===== config.mk =====
export PLATFORM = sky130hd
export DESIGN_NAME = msc_bank
export DESIGN_NICKNAME = d
export VERILOG_FILES = /design/src/rtl/msc_pkg.sv /design/src/rtl/msc_chan.sv /design/src/rtl/msc_seq.sv /design/src/rtl/msc_readout.sv /design/src/rtl/msc_bank.sv
export SDC_FILE = /design/constraint.sdc
export NUM_CORES = 1
export LEC_CHECK = 0
export CORE_MARGIN = 10
export CORE_UTILIZATION = 40
export DETAILED_ROUTE_END_ITERATION = 8
export GPL_TIMING_DRIVEN = 0
export SYNTH_ARGS = -nofsm -noshare
export SYNTH_HDL_FRONTEND = slang
export SYNTH_SLANG_ARGS = --single-unit

===== constraint.sdc =====
create_clock -name clk -period 4.3 [get_ports clk]
set_input_delay 0.43 -clock clk [delete_from_list [all_inputs] [get_ports clk]]
set_output_delay 0.43 -clock clk [all_outputs]
set_load 0.005 [all_outputs]

===== src/rtl/msc_pkg.sv =====
`timescale 1ns/1ps
package msc_pkg;

   typedef enum logic [1:0] {
      PH_IDLE  = 2'd0,
      PH_BLOCK = 2'd1,
      PH_XFER  = 2'd2,
      PH_CLEAR = 2'd3
   } phase_e;

   typedef enum logic [1:0] {
      GRP_QUAD   = 2'd0,
      GRP_DOUBLE = 2'd1,
      GRP_SINGLE = 2'd2,
      GRP_MIXED  = 2'd3
   } group_e;

   localparam int SLOT_W = 2;
   localparam int PAIR_W = 2;
   localparam int N_PAIR = 4;

   function automatic logic [PAIR_W-1:0] pair_for_slot(input group_e grp,
                                                       input logic [SLOT_W-1:0] slot);
      logic [PAIR_W-1:0] p;
      case (grp)
         GRP_QUAD:   p = slot;
         GRP_DOUBLE: p = {1'b0, slot[0]};
         GRP_SINGLE: p = '0;
         default:    p = slot[0] ? (slot[1] ? 2'd2 : 2'd1) : 2'd0;
      endcase
      return p;
   endfunction

endpackage


===== src/rtl/msc_chan.sv =====
`timescale 1ns/1ps
module msc_chan #(
   parameter int CNT_W = 6
) (
   input  logic             clk,
   input  logic             rst_n,
   input  logic             evt_i,
   input  logic             block_i,
   input  logic             clear_i,
   output logic [CNT_W-1:0] cnt_o,
   output logic             ovf_o
);
   localparam logic [CNT_W-1:0] CNT_MAX = {CNT_W{1'b1}};
   localparam logic [CNT_W-1:0] CNT_ONE = {{(CNT_W-1){1'b0}}, 1'b1};

   logic [CNT_W-1:0] cnt_q;
   logic             ovf_q;

   always_ff @(posedge clk) begin
      if (!rst_n) begin
         cnt_q <= '0;
         ovf_q <= 1'b0;
      end else if (clear_i) begin
         cnt_q <= '0;
         ovf_q <= 1'b0;
      end else if (evt_i && !block_i) begin
         if (cnt_q == CNT_MAX) ovf_q <= 1'b1;
         else                  cnt_q <= cnt_q + CNT_ONE;
      end
   end

   assign cnt_o = cnt_q;
   assign ovf_o = ovf_q;


   blk_hold_chk: assert property (@(posedge clk) disable iff (!rst_n)
      (block_i && !clear_i) |=> ($stable(cnt_q) && $stable(ovf_q)));

   clr_zero_chk: assert property (@(posedge clk) disable iff (!rst_n)
      clear_i |=> (cnt_q == '0 && !ovf_q));

   sat_hold_chk: assert property (@(posedge clk) disable iff (!rst_n)
      (cnt_q == CNT_MAX && !clear_i) |=> (cnt_q == CNT_MAX));

   ovf_sticky_chk: assert property (@(posedge clk) disable iff (!rst_n)
      (ovf_q && !clear_i) |=> ovf_q);
endmodule


===== src/rtl/msc_seq.sv =====
`timescale 1ns/1ps
module msc_seq
   import msc_pkg::*;
(
   input  logic              clk,
   input  logic              rst_n,
   input  logic              tick_i,
   input  logic [1:0]        group_i,
   output phase_e            phase_o,
   output logic [PAIR_W-1:0] pair_o
);
   localparam logic [SLOT_W-1:0] SLOT_ONE = {{(SLOT_W-1){1'b0}}, 1'b1};

   phase_e            phase_q;
   logic [SLOT_W-1:0] slot_q;
   logic [PAIR_W-1:0] pair_q;
   group_e            grp_q;

   always_ff @(posedge clk) begin
      if (!rst_n) begin
         phase_q <= PH_IDLE;
         slot_q  <= '0;
         pair_q  <= '0;
         grp_q   <= GRP_QUAD;
      end else begin
         case (phase_q)
            PH_IDLE: begin
               if (tick_i) begin
                  phase_q <= PH_BLOCK;
                  pair_q  <= pair_for_slot(group_e'(group_i), slot_q);
                  grp_q   <= group_e'(group_i);
                  slot_q  <= slot_q + SLOT_ONE;
               end
            end
            PH_BLOCK: phase_q <= PH_XFER;
            PH_XFER:  phase_q <= PH_CLEAR;
            default:  phase_q <= PH_IDLE;
         endcase
      end
   end

   assign phase_o = phase_q;
   assign pair_o  = pair_q;


   walk_block_chk: assert property (@(posedge clk) disable iff (!rst_n)
      (phase_q == PH_BLOCK) |=> (phase_q == PH_XFER));

   walk_clear_chk: assert property (@(posedge clk) disable iff (!rst_n)
      (phase_q == PH_CLEAR) |=> (phase_q == PH_IDLE));

   busy_slot_chk: assert property (@(posedge clk) disable iff (!rst_n)
      (phase_q != PH_IDLE) |=> ($stable(slot_q) && $stable(pair_q)));

   single_pair_chk: assert property (@(posedge clk) disable iff (!rst_n)
      (phase_q != PH_IDLE && grp_q == GRP_SINGLE) |-> (pair_q == '0));
endmodule


===== src/rtl/msc_readout.sv =====
`timescale 1ns/1ps
module msc_readout
   import msc_pkg::*;
#(
   parameter int N_CH  = 8,
   parameter int CNT_W = 6
) (
   input  logic                   clk,
   input  logic                   rst_n,
   input  logic                   load_i,
   input  logic [PAIR_W-1:0]      pair_i,
   input  logic [N_CH*CNT_W-1:0]  cnt_i,
   input  logic [N_CH-1:0]        ovf_i,
   output logic [CNT_W-1:0]       buf_a_o,
   output logic [CNT_W-1:0]       buf_b_o,
   output logic                   ovf_a_o,
   output logic                   ovf_b_o,
   output logic [PAIR_W-1:0]      pair_o,
   output logic                   ready_o
);
   localparam int NP = N_CH / 2;

   logic [CNT_W-1:0] sel_a, sel_b;
   logic             sel_oa, sel_ob;

   always_comb begin
      sel_a  = '0;
      sel_b  = '0;
      sel_oa = 1'b0;
      sel_ob = 1'b0;
      for (int p = 0; p < NP; p++) begin
         if (pair_i == PAIR_W'(p)) begin
            sel_a  = cnt_i[(2*p)*CNT_W +: CNT_W];
            sel_b  = cnt_i[(2*p+1)*CNT_W +: CNT_W];
            sel_oa = ovf_i[2*p];
            sel_ob = ovf_i[2*p+1];
         end
      end
   end

   always_ff @(posedge clk) begin
      if (!rst_n) begin
         buf_a_o <= '0;
         buf_b_o <= '0;
         ovf_a_o <= 1'b0;
         ovf_b_o <= 1'b0;
         pair_o  <= '0;
         ready_o <= 1'b0;
      end else begin
         ready_o <= load_i;
         if (load_i) begin
            buf_a_o <= sel_a;
            buf_b_o <= sel_b;
            ovf_a_o <= sel_oa;
            ovf_b_o <= sel_ob;
            pair_o  <= pair_i;
         end
      end
   end


   rdy_pulse_chk: assert property (@(posedge clk) disable iff (!rst_n)
      ready_o |=> !ready_o);

   buf_hold_chk: assert property (@(posedge clk) disable iff (!rst_n)
      !load_i |=> ($stable(buf_a_o) && $stable(buf_b_o) && $stable(pair_o)));
endmodule


===== src/rtl/msc_bank.sv =====
`timescale 1ns/1ps
module msc_bank
   import msc_pkg::*;
#(
   parameter int N_CH  = 8,
   parameter int CNT_W = 6
) (
   input  logic             clk,
   input  logic             rst_n,
   input  logic [N_CH-1:0]  evt_i,
   input  logic             tick_i,
   input  logic [1:0]       group_i,
   output logic [CNT_W-1:0] buf_a_o,
   output logic [CNT_W-1:0] buf_b_o,
   output logic             ovf_a_o,
   output logic             ovf_b_o,
   output logic [1:0]       pair_o,
   output logic             ready_o
);
   if (N_CH != 2 * N_PAIR) begin : g_bad_ch
      $error("msc_bank: N_CH must equal twice the four sequencer pairs");
   end
   if (CNT_W < 2) begin : g_bad_w
      $error("msc_bank: CNT_W must be at least 2");
   end

   phase_e                 phase;
   logic [PAIR_W-1:0]      cur_pair;
   logic [N_CH*CNT_W-1:0]  cnt_flat;
   logic [N_CH-1:0]        ovf_vec;
   logic                   busy;

   assign busy = (phase != PH_IDLE);

   msc_seq u_seq (
      .clk     (clk),
      .rst_n   (rst_n),
      .tick_i  (tick_i),
      .group_i (group_i),
      .phase_o (phase),
      .pair_o  (cur_pair)
   );

   for (genvar c = 0; c < N_CH; c++) begin : g_chan
      localparam logic [PAIR_W-1:0] MY_PAIR = PAIR_W'(c / 2);
      logic hit;
      assign hit = (cur_pair == MY_PAIR);
      msc_chan #(.CNT_W(CNT_W)) u_chan (
         .clk     (clk),
         .rst_n   (rst_n),
         .evt_i   (evt_i[c]),
         .block_i (busy && hit),
         .clear_i ((phase == PH_CLEAR) && hit),
         .cnt_o   (cnt_flat[c*CNT_W +: CNT_W]),
         .ovf_o   (ovf_vec[c])
      );
   end

   msc_readout #(.N_CH(N_CH), .CNT_W(CNT_W)) u_rd (
      .clk     (clk),
      .rst_n   (rst_n),
      .load_i  (phase == PH_XFER),
      .pair_i  (cur_pair),
      .cnt_i   (cnt_flat),
      .ovf_i   (ovf_vec),
      .buf_a_o (buf_a_o),
      .buf_b_o (buf_b_o),
      .ovf_a_o (ovf_a_o),
      .ovf_b_o (ovf_b_o),
      .pair_o  (pair_o),
      .ready_o (ready_o)
   );


   rdy_after_xfer_chk: assert property (@(posedge clk) disable iff (!rst_n)
      (phase == PH_XFER) |=> ready_o);
endmodule


* After elaboration in Yosys (flattened, before gate mapping) *
Cells that the tools add are included.
Widths: inputs -> output; s select.

operators by class
  reduce and logical (&&, ||, !) cells = 45
  eq/ne operators = 17
  add/sub/neg operators = 9
  bitwise gates (word level) = 9
  multiplexer cells = 21

operators with widths
  operator             number
  $add 6x1->6 const B  8
  $eq 6x6->1 const B   8
  $mux 6               8
  $reduce_and 2->1     17
  $logic_and 1x1->1    16
  $pmux 2 s3           2
  $eq 2x2->1 const B   5
  $not 1->1            9
  $mux 1               8
  $reduce_or 2->1      4
  $eq 2x1->1 const B   3
  $logic_not 2->1      3
  $mux 2               3
  $logic_not 1->1      4
  $add 2x1->2 const B  1
  $ne 2x2->1 const B   1
  $reduce_bool 2->1    1

word-level totals
  output and inout bits = 17
  flip-flop bits (word level) = 79
  input port bits = 13

* Depth between registers and ports, before layout *
Gate-level depths: netlist (run 1).

  word-level depth = 5
  depth in mapped cells = 8
  mapped depth without buffers = 6

* Hierarchy *
Synthesis (run 1) repeated with hierarchy kept, for this count alone.

second synthesis, totals
  cell total of the unflattened synthesis = 435
  area, all modules = 4225.3 um^2

modules (own cells, without submodules)
  module       cells each  instances  area an instance (um^2)  sequential area each (um^2)
  msc_chan     37          8          356.6                    140.1
  msc_readout  89          1          980.9                    340.3
  msc_seq      36          1          327.8                    120.1
  msc_bank     14          1          63.8                     0.0

* Worst setup path after synthesis (run 1) *
OpenSTA, ideal clock, no wires.

  path type = register to register
  start = register u_seq.phase_q[0] (netlist: u_seq.phase_o[0])
  end = register g_chan[2].u_chan.cnt_q[1]
  setup slack = 2.605 ns
  required time = 4.172 ns
  arrival time = 1.567 ns
  library setup time = 0.128 ns
  path buffers = 2
  stages on the path, launching flop included = 9
  cells stage by stage = dfxtp_1 inv_1 ha_1 buf_4 or3b_1 buf_6 o211ai_4 mux2i_1 nor2_1

between the ends
  word-level cells in the longest chain between the ends = 5
  elaborated cells between the ends (all ways) = 8
  those cells by class = eq/ne: 1; reduce/logical: 7

ends and longest elaborated chain
  what                               line            RTL
  start: declaration                 msc_seq.sv:14   phase_e phase_q;
  start signal: assignment           msc_seq.sv:21   phase_q <= PH_IDLE;
  start signal: assignment           msc_seq.sv:29   phase_q <= PH_BLOCK;
  start signal: assignment           msc_seq.sv:35   PH_BLOCK: phase_q <= PH_XFER;
  $reduce_bool 2->1                  msc_bank.sv:33  assign busy = (phase != PH_IDLE);
  $logic_and 1x1->1                  msc_bank.sv:52  .block_i (busy && hit),
  $logic_not 1->1                    msc_chan.sv:26  end else if (evt_i && !block_i) begin
  $logic_and 1x1->1                  msc_chan.sv:26
  $reduce_and 2->1 (no source line)  --
  end signal: assignment             msc_chan.sv:28  else cnt_q <= cnt_q + CNT_ONE;
  end: declaration                   msc_chan.sv:16  logic [CNT_W-1:0] cnt_q;

Several ways; a longest one is shown, not always the timed one.
A chain may end at the register's enable or synchronous reset.

* Worst setup path after layout (run 1) *
  start = register u_seq.phase_q[1] (netlist: u_seq.phase_o[1])
  end = register g_chan[2].u_chan.cnt_q[2]

The elaborated chain is that of the path after synthesis.

==> summary.md, run 1 <==
| Metric | Value |
|---|---|
| Peak supply drop | about 0.00015 V |
| Number of enable flip-flop cells after synthesis | 0 |
| Total gr overflow | 0 |
| # rows | 35 |
| CP bufs+invs | 1 |
| DP HPWL | roughly 7200 um |
| Vias | roughly 3200 |
| Die span in y | 119 um |
| Worst hold path class | reg2reg |
| I/O Buffers | 29 |
| Final GP Congestion | just under 0.9 |
| Drt drc | 0 |
| I/O pin cnt | 30 |
| Met1 Usage GRT | between 10% and 20% |
| Leading area contributor after synthesis | dfxtp_1 |
| CTS root buf | clkbuf_8 |
| Number of global-route vias before repair | 3068 |
| Crit start category | flop |
| Clk_lat worst skew | roughly 0.35 ns |
| TritonCTS Buffers | 9 |
| Pin count of the biggest net entering global routing | 13 |
| Tightest Pin Transition | just under 0.9 ns |
| Count of final max-slew check failures | 0 |
| Nets@finish | 466 |
| Drt pass-1 iters | 6 |
| Met2 usage | 21.6% |
| Clk_skew | roughly 0.0076 ns |
| FF+latch count, synth | around 80 |
| CTS resizes | 0 |
| First-pass GRT wire length | ~16000 um |
| CTS tree | yes |
| Crit-path leading delay family | compound AO/OA/AOI/OAI gates |
| Worst slew margin | between 40% and 50% |
| Critical Path Max Stage Delay | ~0.7 ns |
| Critical Path RT | between 4 and 5 ns |
| H-tree Lvls | 3 |
| YS warnings | 0 |
| Post-synth ARST share | 0% |
| Leakage Power | between 1.5 and 2 nW |
| DRT iter0 DRCs | a little under 200 |
| GRT met3 Usage | between 4 and 5% |
| Area share of the largest cell type after synthesis | roughly two fifths |
| Syn-to-layout area delta | 16.2% |
| Outcome | finished, final reports clean |
| Final Util | 48.4% |
| Sequential element share of the synthesized area | 40.7% |
| Total setup buffers inserted after CTS | 0 |
| Endpoints failing setup | 0 |
| Final period util | between 40% and 50% |
| Setup TNS | 0 ns |
| Commonest cells after routing, fill and taps aside | dfxtp_1, nor2_1, clkdlybuf4s50_1, mux2i_1, nand3_1 |
| Hold Vio Cnt, Final | 0 |
| CTS Sinks | just under 80 |
| Critical path class | reg2reg |
| Min cycle time layout | approximately 2.1 ns |
| FMAX | 481 MHz |
| Initial Util | 41.6% |
| Hold-fix buffers, CTS | 0 |
| Cells after Synth | 400 |
| Max_cap viols | 0 |
| Max clock buf depth | 2 |
| Netlist cell types | between 40 and 50 |
| Critical Path Fanout Max | 10 |
| Post-route setup slack | around 2.2 ns |
| Critical Path AT | 2.31 ns |
| Final WL | between 9000 and 10000 um |
| Commonest non-fill, non-tap cell in the layout | dfxtp_1 |
| Ant. Diodes | 0 |
| Die width | approximately 120 um |
| Syn avg cell area | between 9 and 10 sq um |
| Synth Flop Type | dfxtp_1 |
| Cell Area, Synth | between 0.003 and 0.004 sq mm |
| Slowest cell on crit path | o21ai_0 |
| DP Area | roughly 0.0043 sq mm |
| Via density | between 5 and 6 |
| Post-route ant nets | 0 |
| GRT busiest layer | met2 |
| WHS | 0.468 ns |
| Crit end category | flop |
| RSZ-0062 raised after global routing | false |
| Core Region | a little over 0.009 sq mm |
| Area contributors post-synth | dfxtp_1, mux4_2, mux2i_1 |
| Gr usage total | between 10% and 20% |
| Net Count, Synth | 426 |
| Wire per inst | roughly 16 um |
| PD cells | 435 mW/mm^2 |
| Worst slack, placed | roughly 2.2 ns |
| Die area | roughly 0.014 sq mm |
| Layout cell share with drive strength beyond 1 | roughly a tenth |
| Reg clk slew, reported paths | 0.08 ns |
| Worst-path cell chain | ha_1, nand2b_1, o21ai_0, clkbuf_1, nor2_1 |
| Initial antenna violation count | 0 |
| Design Area, Final | 0.00451 sq mm |
## worst paths after layout
check / from / end / slack [ns] / depth (start not counted)
max: u_seq.phase_o[1] / g_chan[2].u_chan.cnt_o[2] / 2.22 / 5
min: g_chan[7].u_chan.ovf_o / g_chan[7].u_chan.ovf_o / 0.47 / 2
max reg2reg: u_seq.phase_o[1] / g_chan[2].u_chan.cnt_o[2] / 2.22 / 5
min reg2reg: g_chan[7].u_chan.ovf_o / g_chan[7].u_chan.ovf_o / 0.47 / 2
## report_power, final
group / total (mW) / internal [mW] / switching, mW
Clock: 0.526 / 0.261 / 0.265
Combinational: 0.568 / 0.263 / 0.304
Sequential: 0.872 / 0.801 / 0.0711
## state kept, by name (all words and copies together), names as in the netlist
| register | count |
|---|---|
| g_chan.u_chan.cnt_o | 48 |
| g_chan.u_chan.ovf_o | 8 |
| u_rd.buf_a_o | 6 |
| u_rd.buf_b_o | 6 |
| u_rd.ovf_a_o | 1 |
| u_rd.ovf_b_o | 1 |
| u_rd.pair_o | 2 |
| u_rd.ready_o | 1 |
| u_seq.pair_o | 2 |
| u_seq.phase_o | 2 |
| u_seq.slot_q | 2 |
## routing by layer
layer | vias to the layer above | part of all wire, %
met5 | - | 0
met3 | 12 | 4.1
met1 | 1529 | 48
li1 | 1565 | -
met4 | 0 | 1.3
met2 | 46 | 46
## cells by family (layout without fill, tap and decap cells)
logic type | Yosys count | after routing | share of synthesized area, %
AO/OA/AOI/OAI | 79 | 79 | 15.1
buffers and inverters | 31 | 75 | 3.99
flip-flops | 79 | 79 | 40.7
XOR/XNOR | 16 | 16 | 3.61
AND/OR/NAND/NOR | 144 | 144 | 18.1
multiplexers | 38 | 38 | 14.3
adder cells (fa/ha/maj) | 13 | 13 | 4.19
## through the flow
| step | instances | total power [mW] |
|---|---|---|
| 6_report | 573 | 1.97 |
| 5_1_grt | 573 | 2.09 |
| 4_1_cts | 573 | 1.99 |
| 3_5_place_dp | 558 | 1.46 |
| 3_3_place_gp | 558 | 1.45 |
| 2_1_floorplan | 400 | 1.31 |
## tightest hold or removal path, delay by kind of cell (launching register included)
family           cells  cell delay (ns)
AO/OA/AOI/OAI        1             0.04
flip-flops           1             0.33
AND/OR/NAND/NOR      1             0.07
## cell usage after synthesis, types with 3 or more instances
master	count
dfxtp_1	79
nor2_1	60
mux2i_1	24
nand3_1	21
a21oi_1	17
nand2_1	17
mux4_2	14
ha_1	13
inv_1	13
o21ai_0	11
xor2_1	11
a31oi_1	10
nor3_1	10
buf_2	7
and3_1	6
clkbuf_1	6
o41ai_1	6
a211oi_1	5
o311ai_0	5
o31ai_1	5
or3_1	5
or4_1	5
xnor2_1	5
and2_1	4
nand2b_1	4
buf_6	3
o2111ai_1	3
o211ai_1	3
o211ai_4	3
## area by class of cell
cell class | instances | area [sq um]
Fill cell | 877 | 4810
Multi-Input combinational cell | 290 | 2150
Sequential cell | 79 | 1580
Timing Repair Buffer | 29 | 290
Tap cell | 129 | 161
Clock buffer | 10 | 128
Buffer | 18 | 106
Clock inverter | 5 | 50.0
Inverter | 13 | 48.8
Note: power is estimated with default switching activity, not from simulation.
==> inputs of run 2 (changes only) <==
- clock period: 4.3 -> 2.2 ns (I/O delays scaled with it)
==> summary.md, run 2 (synthesis gave the netlist of run 1 again) <==
| Metric | Value |
|---|---|
| Final Util | 48.4% (unchanged) |
| DP HPWL | 7150 um (unchanged) |
| I/O Buffers | 29 (unchanged) |
| Fill count | 877 (unchanged) |
| Number of global-route vias before repair | 3068 (unchanged) |
| Crit-path leading delay family | simple AND/OR/NAND/NOR gates |
| Die width | 119 um (unchanged) |
| Critical Path Fanout Max | 10 (unchanged) |
| Core Region | 0.00933 sq mm (unchanged) |
| Peak supply drop | 0.000300 V (+95%) |
| Critical Path AT | 2.17 ns (-0.14 ns) |
| Layout cell share with drive strength beyond 1 | 10.1% (unchanged) |
| Hold Vio Cnt, Final | 0 (unchanged) |
| Critical path class | reg2reg |
| Final GP Congestion | 0.888 (unchanged) |
| Multi-input logic area | 0.00215 sq mm (unchanged) |
| Total setup buffers inserted after CTS | 0 (unchanged) |
| Worst path depth | 8 (+3) |
| I/O pin cnt | 30 (unchanged) |
| Count of final max-slew check failures | 0 (unchanged) |
| Nets@finish | 466 (unchanged) |
| DP Area | 0.00434 sq mm (unchanged) |
| FMAX | 529 MHz (+10%) |
| Pin count of the biggest net entering global routing | 13 (unchanged) |
| Slowest cell on crit path | or4_1 |
| CTS Sinks | 79 (unchanged) |
| Via density | 5.49 (-0.19%) |
| Ant. Diodes | 0 (unchanged) |
| Max clock buf depth | 2 (unchanged) |
| Max_cap viols | 0 (unchanged) |
| Clk_skew | 0.00796 ns (+0.000408 ns) |
| Endpoints failing setup | 0 (unchanged) |
| TritonCTS Buffers | 9 (unchanged) |
| Clk_lat worst skew | 0.35 ns (about the same) |
| Design Area, Final | 0.00451 sq mm (unchanged) |
| Drt drc | 0 (unchanged) |
| CTS tree | yes |
| Post-route setup slack | 0.311 ns (-1.91 ns) |
| Drt pass-1 iters | 6 (unchanged) |
| Min cycle time layout | 1.89 ns (-0.192 ns) |
| CTS root buf | clkbuf_8 |
| FF-to-FF path depth | 8 (+3) |
| Critical Path Max Stage Delay | 0.48 ns (-0.21 ns) |
| Crit start category | flop |
| Sequential Area | 0.00158 sq mm (unchanged) |
| Commonest cells after routing, fill and taps aside | dfxtp_1, nor2_1, clkdlybuf4s50_1, mux2i_1, nand3_1 |
| Gr usage total | 13.7% (unchanged) |
| PD cells | 852 mW/mm^2 (+96%) |
| Total gr overflow | 0 (unchanged) |
| Leakage Power | 1.64 nW (about the same) |
| Reg clk slew, reported paths | 0.08 ns (about the same) |
| Crit end category | flop |
| Setup TNS | 0 ns (unchanged) |
| Worst-path cell chain | inv_1, ha_1, buf_4, or3b_1, buf_6, o211ai_4, or4_1, a21oi_1 |
| Final WL | 9330 um (+0.16%) |
| # rows | 35 (unchanged) |
| Worst slack, placed | 0.155 ns (-2.08 ns) |
| DRT iter0 DRCs | 203 (+2.0%) |
| Wire per inst | 16.3 um (+0.16%) |
| Worst slew margin | 55.2% (+14 points) |
| Final period util | 85.9% (+37 points) |
| Worst hold path class | reg2reg |
| Initial Util | 41.6% (unchanged) |
| First-pass GRT wire length | 15900 um (unchanged) |
| Worst Hold Path Cells | 2 (unchanged) |
| Initial antenna violation count | 0 (unchanged) |
| Die span in y | 119 um (unchanged) |
| Overall Power | 3.85 mW (+96%) |
| H-tree Lvls | 3 (unchanged) |
| Commonest non-fill, non-tap cell in the layout | dfxtp_1 |
| RSZ-0062 raised after global routing | false |
| Die area | 0.0141 sq mm (unchanged) |
| Max FFs per register | 48 (unchanged) |
| Critical Path RT | 2.48 ns (-2.05 ns) |
| Outcome | finished, final reports clean |
| CP bufs+invs | 3 (+2) |
| Post-route ant nets | 0 (unchanged) |
| Syn-to-layout area delta | 16.2% (unchanged) |
| Vias | 3146 (-0.19%) |
| Tightest Pin Transition | 0.663 ns (-0.212 ns) |
run 2: changes by cell type in the layout (fill, tap and decap cells not counted):
cell	delta
o21ai_0	-1
o21ai_1	+1
run 2: worst paths after layout:
path	startpoint	endpoint	slack, ns
max	u_seq.phase_o[0]	g_chan[2].u_chan.cnt_o[5]	0.31
min	g_chan[7].u_chan.ovf_o	g_chan[7].u_chan.ovf_o	0.47
max reg2reg	u_seq.phase_o[0]	g_chan[2].u_chan.cnt_o[5]	0.31
min reg2reg	g_chan[7].u_chan.ovf_o	g_chan[7].u_chan.ovf_o	0.47
run 2: worst min-delay path, cell delays in order, from the launching register on:
cell and delay [ns]:
dfxtp_1 0.33, a21oi_1 0.04, nor2_1 0.07
run 2: cell type report:
type	instances	share of cell area, %
multi-input combinational	290	47.6
clock buffer	10	2.83
sequential	79	35.0
tap	129	3.58
inverter	13	1.08
buffer	18	2.36
clock inverter	5	1.11
timing repair buffer	29	6.43
run 2: routing by layer:
metal	vias to the layer above	part of all wire, %	track usage (%)
met1	1511	48	17.8
met4	0	1.3	3.66
li1	1564	-	-
met5	-	0	0
met3	12	4.7	4.05
met2	59	46	21.6
run 2: report_power, final:
part           internal [mW]  switching [mW]
sequential              1.56           0.139
clock                  0.511           0.519
combinational          0.515           0.598
run 2: stage by stage:
step / std cells / hold slack [ns]
after detailed placement: 558 / 0.459
after global placement: 558 / 0.452
after global routing: 573 / 0.507
after floorplan: 400 / 0.347
after CTS: 573 / 0.476
final: 573 / 0.468
run 2: timing repair:
| item | CTS | global route |
|---|---|---|
| hold buffers | 0 | 0 |
| resized for setup | 0 | 1 |
| setup endpoints to repair | 0 | 10 |
| endpoints found under the hold margin | 0 | 0 |
